[src/rtl/bcs_pkg.sv]
package bcs_pkg;
    localparam int MODE_W   = 13;
    localparam int CL_LSB   = 4;
    localparam int CL_W     = 3;
    localparam int OP_LSB   = 7;
    localparam int OP_W     = 6;
    localparam int OP_PULSE = 1;   // operating-mode bit that clears itself
    localparam int ORD_BIT  = 3;
    localparam int LEN_W    = 2;   // log2 of burst length
    localparam int BEAT_W   = 3;   // log2 of the longest burst

    typedef enum logic [0:0] {
        ST_IDLE = 1'b0,
        ST_RUN  = 1'b1
    } bcs_state_e;

    typedef struct packed {
        logic [OP_W-1:0]  op;
        logic [CL_W-1:0]  cl;
        logic             ilv;
        logic [LEN_W-1:0] len_log;
    } bcs_mode_t;

    function automatic logic len_code_ok(input logic [2:0] code);
        return (code == 3'd1) || (code == 3'd2) || (code == 3'd3);
    endfunction
endpackage

[src/rtl/bcs_mode_reg.sv]
module bcs_mode_reg
    import bcs_pkg::*;
(
    input  logic              clk_i,
    input  logic              rst_ni,
    input  logic              mrs_i,
    input  logic [1:0]        bank_sel_i,
    input  logic [MODE_W-1:0] mode_addr_i,
    input  logic              banks_idle_i,
    input  logic              busy_i,
    output bcs_mode_t         mode_o,
    output logic              err_o
);
    bcs_mode_t mode_q;
    bcs_mode_t mode_new;
    logic      req, blocked, bad_len, accept;

    always_comb begin
        req      = mrs_i && (bank_sel_i == 2'b00);
        blocked  = busy_i || !banks_idle_i;
        bad_len  = !len_code_ok(mode_addr_i[2:0]);
        accept   = req && !blocked && !bad_len;
        mode_new.op      = mode_addr_i[OP_LSB +: OP_W];
        mode_new.cl      = mode_addr_i[CL_LSB +: CL_W];
        mode_new.ilv     = mode_addr_i[ORD_BIT];
        mode_new.len_log = mode_addr_i[LEN_W-1:0];
    end

    always_ff @(posedge clk_i) begin
        if (!rst_ni) begin
            mode_q.op      <= '0;
            mode_q.cl      <= 3'd2;
            mode_q.ilv     <= 1'b0;
            mode_q.len_log <= 2'd1;
            err_o          <= 1'b0;
        end else begin
            err_o <= req && (blocked || bad_len);
            if (accept) begin
                mode_q <= mode_new;
            end else begin
                mode_q.op[OP_PULSE] <= 1'b0;
            end
        end
    end

    assign mode_o = mode_q;
endmodule

[src/rtl/bcs_burst_fsm.sv]
module bcs_burst_fsm
    import bcs_pkg::*;
(
    input  logic              clk_i,
    input  logic              rst_ni,
    input  logic              go_i,
    input  logic [LEN_W-1:0]  len_log_i,
    output logic              start_o,
    output logic [BEAT_W-1:0] cnt_o,
    output logic              vld_o,
    output logic              last_o
);
    bcs_state_e        state_q, state_d;
    logic [BEAT_W-1:0] cnt_q;
    logic [LEN_W-1:0]  len_q;
    logic [BEAT_W-1:0] final_cnt;

    for (genvar gi = 0; gi < BEAT_W; gi++) begin : g_final
        assign final_cnt[gi] = (int'(len_q) > gi);
    end

    always_comb begin
        state_d = state_q;
        unique case (state_q)
            ST_IDLE: if (go_i)               state_d = ST_RUN;
            ST_RUN:  if (cnt_q == final_cnt) state_d = ST_IDLE;
            default:                         state_d = ST_IDLE;
        endcase
    end

    always_ff @(posedge clk_i) begin
        if (!rst_ni) begin
            state_q <= ST_IDLE;
            cnt_q   <= '0;
            len_q   <= 2'd1;
        end else begin
            state_q <= state_d;
            if (state_q == ST_IDLE && go_i) begin
                cnt_q <= '0;
                len_q <= len_log_i;
            end else if (state_q == ST_RUN) begin
                cnt_q <= cnt_q + 1'b1;
            end
        end
    end

    always_comb begin
        start_o = (state_q == ST_IDLE) && go_i;
        vld_o   = (state_q == ST_RUN);
        last_o  = vld_o && (cnt_q == final_cnt);
        cnt_o   = cnt_q;
    end
endmodule

[src/rtl/bcs_col_gen.sv]
module bcs_col_gen
    import bcs_pkg::*;
#(
    parameter int COL_W = 10
) (
    input  logic              clk_i,
    input  logic              rst_ni,
    input  logic              load_i,
    input  logic [COL_W-1:0]  start_col_i,
    input  logic              ilv_i,
    input  logic [LEN_W-1:0]  len_log_i,
    input  logic [BEAT_W-1:0] cnt_i,
    output logic [COL_W-1:0]  col_o
);
    logic [COL_W-1:0]  base_q;
    logic              ilv_q;
    logic [LEN_W-1:0]  len_q;
    logic [BEAT_W-1:0] mask, low, off_seq, off_ilv, off;

    always_ff @(posedge clk_i) begin
        if (!rst_ni) begin
            base_q <= '0;
            ilv_q  <= 1'b0;
            len_q  <= 2'd1;
        end else if (load_i) begin
            base_q <= start_col_i;
            ilv_q  <= ilv_i;
            len_q  <= len_log_i;
        end
    end

    for (genvar gi = 0; gi < BEAT_W; gi++) begin : g_mask
        assign mask[gi] = (int'(len_q) > gi);
    end

    always_comb begin
        low     = base_q[BEAT_W-1:0];
        off_seq = low + cnt_i;
        off_ilv = low ^ cnt_i;
        off     = ilv_q ? off_ilv : off_seq;
        col_o   = {base_q[COL_W-1:BEAT_W], (off & mask) | (low & ~mask)};
    end
endmodule

[src/rtl/burst_col_seq.sv]
module burst_col_seq
    import bcs_pkg::*;
#(
    parameter int COL_W = 10
) (
    input  logic              clk_i,
    input  logic              rst_ni,
    input  logic              mrs_i,
    input  logic [1:0]        bank_sel_i,
    input  logic [MODE_W-1:0] mode_addr_i,
    input  logic              banks_idle_i,
    input  logic              rd_go_i,
    input  logic              wr_go_i,
    input  logic [COL_W-1:0]  start_col_i,
    output logic [COL_W-1:0]  col_o,
    output logic              beat_vld_o,
    output logic              beat_last_o,
    output logic [CL_W-1:0]   cas_lat_o,
    output logic [OP_W-1:0]   op_mode_o,
    output logic              mode_err_o
);
    bcs_mode_t         mode;
    logic              start, vld, last;
    logic [BEAT_W-1:0] cnt;

    bcs_mode_reg u_mode (
        .clk_i        (clk_i),
        .rst_ni       (rst_ni),
        .mrs_i        (mrs_i),
        .bank_sel_i   (bank_sel_i),
        .mode_addr_i  (mode_addr_i),
        .banks_idle_i (banks_idle_i),
        .busy_i       (vld),
        .mode_o       (mode),
        .err_o        (mode_err_o)
    );

    bcs_burst_fsm u_fsm (
        .clk_i     (clk_i),
        .rst_ni    (rst_ni),
        .go_i      (rd_go_i || wr_go_i),
        .len_log_i (mode.len_log),
        .start_o   (start),
        .cnt_o     (cnt),
        .vld_o     (vld),
        .last_o    (last)
    );

    bcs_col_gen #(.COL_W(COL_W)) u_col (
        .clk_i       (clk_i),
        .rst_ni      (rst_ni),
        .load_i      (start),
        .start_col_i (start_col_i),
        .ilv_i       (mode.ilv),
        .len_log_i   (mode.len_log),
        .cnt_i       (cnt),
        .col_o       (col_o)
    );

    assign beat_vld_o  = vld;
    assign beat_last_o = last;
    assign cas_lat_o   = mode.cl;
    assign op_mode_o   = mode.op;
endmodule

[config.mk]
export PLATFORM = sky130hd
export DESIGN_NAME = burst_col_seq
export DESIGN_NICKNAME = d
export VERILOG_FILES = /design/src/rtl/bcs_pkg.sv /design/src/rtl/bcs_mode_reg.sv /design/src/rtl/bcs_burst_fsm.sv /design/src/rtl/bcs_col_gen.sv /design/src/rtl/burst_col_seq.sv
export SDC_FILE = /design/constraint.sdc
export NUM_CORES = 1
export LEC_CHECK = 0
export CORE_MARGIN = 8
export CORE_UTILIZATION = 55
export DETAILED_ROUTE_END_ITERATION = 16
export DONT_BUFFER_PORTS = 1
export PLACE_DENSITY = 0.84
export SETUP_SLACK_MARGIN = 0.02
export SLEW_MARGIN = 5
export SYNTH_ARGS = -nofsm -noshare
export SYNTH_HDL_FRONTEND = slang
export SYNTH_SLANG_ARGS = --single-unit
export TNS_END_PERCENT = 5
[constraint.sdc]
create_clock -name clk_i -period 1.6 [get_ports clk_i]
set_input_delay 0.24 -clock clk_i [delete_from_list [all_inputs] [get_ports clk_i]]
set_output_delay 0.24 -clock clk_i [all_outputs]
set_load 0.02 [all_outputs]
# [Word level (Yosys, flattened, before mapping)]
# Index checks and enable logic that the tools add are counted.
[totals] register_bits=30 inputBits=31 output_inout_bits=22 elab_cells=48
[classes] add_sub_neg=2 n_lt_le_gt_ge=3 eq_ne=4 n_mux=4 n_bitwise=7 reduce_logical=17
[ops] op="3-bit AND" n=2
[ops] op="3-bit by 2-bit == test with 1-bit output (second input constant)" n=2
[ops] op="1-bit logical AND" n=6
[ops] op="1-bit logical OR" n=5
[ops] op="2-bit by 1-bit > comparator with 1-bit output (second input constant)" n=2
[ops] op="3-bit by 1-bit adder with 3-bit output (second input constant)" n=1
[ops] op="3-bit adder" n=1
[ops] op="3-bit by 1-bit == test with 1-bit output (second input constant)" n=1
[ops] op="3-bit == test" n=1
[ops] op="1-bit zero test" n=3
[ops] op="3-bit 2-to-1 mux" n=1
[ops] op="3-bit inverter" n=1
[ops] op="3-bit OR" n=1
[ops] op="3-bit XOR" n=1
[ops] op="2-bit > comparator (second input constant)" n=1
[ops] op="2-bit zero test" n=1
[ops] op="1-bit 2-to-1 mux" n=2
[ops] op="1-bit inverter" n=2
[ops] op="1-bit one-hot mux with 2 select lines" n=1
[ops] op="2-bit AND reduction" n=1
[ops] op="2-bit OR reduction" n=1

# [Logic depth before layout (Yosys ltp)]
[logic_depth] ltp_word=6 mapped_depth=6 mapped_depth_nobuf=6

# [By module]
# From an unflattened synthesis, not the netlist that was laid out.
[unflattened] cells_unflattened=155 area_unflattened_um2=1554.0
[modules_own_cells] mod="bcs_col_gen" n_inst=1 cells_each=65 area_each_um2=676.9 seq_area_each_um2=260.2
[modules_own_cells] mod="bcs_mode_reg" n_inst=1 cells_each=57 area_each_um2=553.0 seq_area_each_um2=260.2
[modules_own_cells] mod="bcs_burst_fsm" n_inst=1 cells_each=32 area_each_um2=317.8 seq_area_each_um2=120.1
[modules_own_cells] mod="burst_col_seq" n_inst=1 cells_each=1 area_each_um2=6.3 seq_area_each_um2=0.0

# [Worst setup path after synthesis]
# No wires, ideal clock.
[synth_timing] path_kind="flip-flop to output port" start="register u_fsm.cnt_q[0], in the netlist u_fsm.cnt_o[0]" end="output col_o[2]" arrival_ns=1.763 required_time_ns=1.360 path_slack_ns=-0.403 path_stages_with_launch=7 n_path_buf=0 cell_sequence="dfxtp_1 ha_1 inv_1 fa_1 or3_1 a21oi_2 xor2_1"
[synth_via] elab_chain_cells=4
[synth_lines] item="start, declared" line="bcs_burst_fsm.sv:14" text="logic [BEAT_W-1:0] cnt_q;"
[synth_lines] item="start signal, assigned" line="bcs_burst_fsm.sv:42" text="cnt_q <= cnt_q + 1'b1;"
[synth_lines] item="3-bit adder" line="bcs_col_gen.sv:38" text="off_seq = low + cnt_i;"
[synth_lines] item="3-bit 2-to-1 mux" line="bcs_col_gen.sv:40" text="off = ilv_q ? off_ilv : off_seq;"
[synth_lines] item="3-bit AND" line="bcs_col_gen.sv:41" text="col_o = {base_q[COL_W-1:BEAT_W], (off & mask) | (low & ~mask)};"
[synth_lines] item="3-bit OR" line="bcs_col_gen.sv:41"
[synth_lines] item="end, declared" line="burst_col_seq.sv:15" text="output logic [COL_W-1:0] col_o,"
# No other way between the ends.

# [Final worst setup path]
# Ends and elaborated chain as after synthesis.

==> impl_metrics.py <==
metrics = {
    "worst_setup_path": {
        "r2r_cells": 3,
        "critical_path.endpoint_type": "output pin",
        "r2r_end": "u_mode.mode_o[9]$_SDFFE_PN0P_",
        "crit_required_ps": 1360,
        "r2r_start": "u_fsm.vld_o$_SDFF_PN0_",
        "arrival_ps": 1990,
        "worstPathCellList": "ha_1 > inv_1 > fa_2 > or3_4 > a21oi_4 > xor2_2 > buf_6",
        "cp-start-kind": "register",
        "critPathKind": "register to output pin",
        "cp-startpoint": "u_fsm.cnt_o[0]$_SDFFE_PP0P_",
        "cp_max_fo": 2,
        "cp-endpoint": "col_o[2]",
        "critical-path-max-stage-delay_ps": 350,
        "r2r_slack_ps": 390,
        "slowest_stage": "or3_4",
    },
    "global_route": {
        "grt_pass1_wl_um": 5020,
        "track_usage_pct": 14.3,
        "antenna_found_initial": 0,
        "grt_pass1_vias": 1168,
        "gr-total-overflow": 0,
        "grt_max_degree": 39,
    },
    "timing": {
        "worstMarginPinSlew_ps": 535,
        "post-route-min-period_ps": 2230,
        "final_hold_viol_count": 0,
        "setup_viol": 3,
        "finalClockSkew_ps": 6.96,
        "rsz0062_at_grt": "true",
        "relSlewSlack_pct": 64.3,
        "slew_viol_final": 0,
        "fmax_ghz": 0.449,
        "finalSetupTns_ps": -1070,
        "setup_slack_ps": -628,
        "final.period_utilization_pct": 139,
    },
    "logic_synthesis": {
        "synthTopCellsByArea": "dfxtp_1, nand2_1, buf_4",
        "syn-num-nets": 208,
        "synth_top_area_share_pct": 39.4,
        "syn_area_um2": 1530,
        "synth-edff-count": 0,
        "synth.largest_area_cell": "dfxtp_1",
        "synth-main-ff-cell": "dfxtp_1",
        "synth-seq-cells": 30,
        "syn_area_per_cell_um2": 8.82,
        "syn_inst": 173,
        "ys_seq_area_share_pct": 39.4,
        "synth.distinct_cells": 38,
        "synthArstFlopShare_pct": 0,
        "ys_warn_count": 0,
    },
    "job": {
        "drv_cap": 0,
    },
    "detailed_routing": {
        "routed_wirelength_um": 3210,
        "wire_per_inst_um": 16.4,
        "drt_iter0_drc": 36,
        "post-route-drc-count": 0,
        "drt_pass1_iterations": 4,
        "routed.top_layer": "met4",
        "final_antenna_net_count": 0,
        "met2_wirelength_um": 1780,
        "wl_met3_um": 242,
        "met1_length_um": 1120,
        "viasPerCell": 5.40,
        "vias": 1059,
    },
    "layout": {
        "layout_commonest_cell": "nand2_1",
        "antenna_cells": 0,
        "final_cell_mix": "nand2_1, dfxtp_1, mux2i_1",
        "synthToLayoutAreaGrowth_pct": 1.48,
        "drive_above_1_share_pct": 20.6,
        "n_fill_cell": 247,
        "final_nets": 199,
    },
    "clock_network": {
        "cts_made_buffers": 5,
        "post_cts_buffers": 0,
        "tritoncts": "yes",
        "cts_sinks": 30,
        "clockRootBuffer": "clkbuf_4",
        "h-tree-depth": 2,
        "worstSkewPairLatency_ps": 320,
        "cts_buffer_depth": 2,
        "clkTransAtPathRegs_ps": 90,
    },
    "floorplan": {
        "die_h_um": 68.7,
        "start_util_pct": 56.8,
        "die_x_um": 68.7,
        "coreArea_um2": 2690,
        "fp-row-count": 19,
        "io_pins": 53,
        "fp.dieArea_um2": 4710,
    },
    "power_and_ir_drop": {
        "clockPowerShare_pct": 31.5,
        "combPwrFrac_pct": 11.6,
        "leakagePower_uw": 0.000594,
        "power.internal_uw": 1070,
        "vdd_drop_max_mv": 0.671,
        "powerDensity_nw_per_um2": 936,
        "finalPower_uw": 1450,
        "swShare_pct": 26.1,
        "p_seq_share_pct": 56.9,
        "switchingPower_uw": 379,
    },
    "placed_design": {
        "dp_hpwl_um": 2440,
        "gp_congestion": 0.760,
        "portBuffers": 0,
    },
    "min_path": {
        "min_path_type": "input port to register",
    },
    "run_status": {
        "violations": "negative setup slack",
        "status": "finished, violations left",
    },
}
power by group through the flow:
stage | clock, µW | sequential [µW] | combinational (µW)
detailed placement | 0 | 840 | 163
finish | 456 | 824 | 168
global route | 502 | 829 | 187
global placement | 0 | 838 | 155
floorplan | 0 | 814 | 183
CTS | 465 | 823 | 168
what timing repair did:
item                       in CTS  in global routing
hold buffers                    1                  0
hold endpoints to repair        1                  0
setup endpoints to repair       4                  4
gates resized for setup         2                  8
pin swaps                       1                  3
metrics by stage:
stage               area, µm²  instances  setup WS [ps]  utilization, %  hold slack (ps)
finish                   1550        196           -628            57.6             46.4
CTS                      1520        196           -674            56.7             37.5
global placement         1450        187           -247            53.9              317
floorplan                1540        173           -270               -              375
detailed placement       1450        187           -317            53.9              327
global route             1550        196           -714            57.6             30.5
worst max-delay path: cells and delay by family, from the launching register on:
kind	cells	cell delay (ps)
buffers and inverters	2	180
AO/OA/AOI/OAI	1	170
AND/OR/NAND/NOR	1	350
adder cells (fa/ha/maj)	2	480
flip-flops	1	340
XOR/XNOR	1	150
kinds of logic after synthesis:
family	Yosys count	synth area share, %
mux	13	8.61
buf+inv	27	12.4
xor+xnor	3	1.72
flops	30	39.4
compound gates	20	10.2
fa+ha+maj	4	3.77
simple gates	76	24.0
cell usage after synthesis (2+ instances only):
library cell	count
dfxtp_1	30
a21oi_1	2
nand2_1	48
buf_4	18
ha_1	3
and2_1	2
xor2_1	2
nor2_1	8
a21boi_0	11
clkbuf_1	3
inv_1	3
mux2i_1	12
nor2b_1	6
flip-flops by register name (all words and copies together) (netlist names):
name,cells
u_mode.mode_o,12
u_col.base_q,10
u_fsm.cnt_o,3
u_fsm.len_q,2
u_col.ilv_q,1
u_fsm.vld_o,1
u_mode.err_o,1
how the worst min path moves through the flow:
stage	startpoint	end	slack (ps)	cells past startpoint
2_1_floorplan	start_col_i[0]	u_col.base_q[0]$_SDFFE_PN0P_	370	2
3_3_place_gp	rst_ni	u_fsm.len_q[0]$_SDFFE_PN1P_	320	1
3_5_place_dp	rst_ni	u_fsm.len_q[0]$_SDFFE_PN1P_	330	1
4_1_cts	mode_addr_i[7]	u_mode.mode_o[6]$_SDFFE_PN0P_	40	2
5_1_grt	mode_addr_i[7]	u_mode.mode_o[6]$_SDFFE_PN0P_	30	2
6_report	mode_addr_i[7]	u_mode.mode_o[6]$_SDFFE_PN0P_	50	2
cell type report:
type                            count  area (µm²)  area share [%]
Multi-Input combinational cell    116         763            49.3
Sequential cell                    30         608            39.3
Timing Repair Buffer                8        66.3            4.28
Clock buffer                        7        55.1            3.56
Tap cell                           31        38.8            2.51
Inverter                            3        11.3           0.728
Clock inverter                      1        5.00           0.323
per-layer routing:
layer  global-route usage, %  up-vias
met2                    26.8       29
met1                    12.2      491
met3                    7.27        8
met5                       0        -
met4                    6.65        0
li1                        -      531
Note: power is estimated with default switching activity, not from simulation.
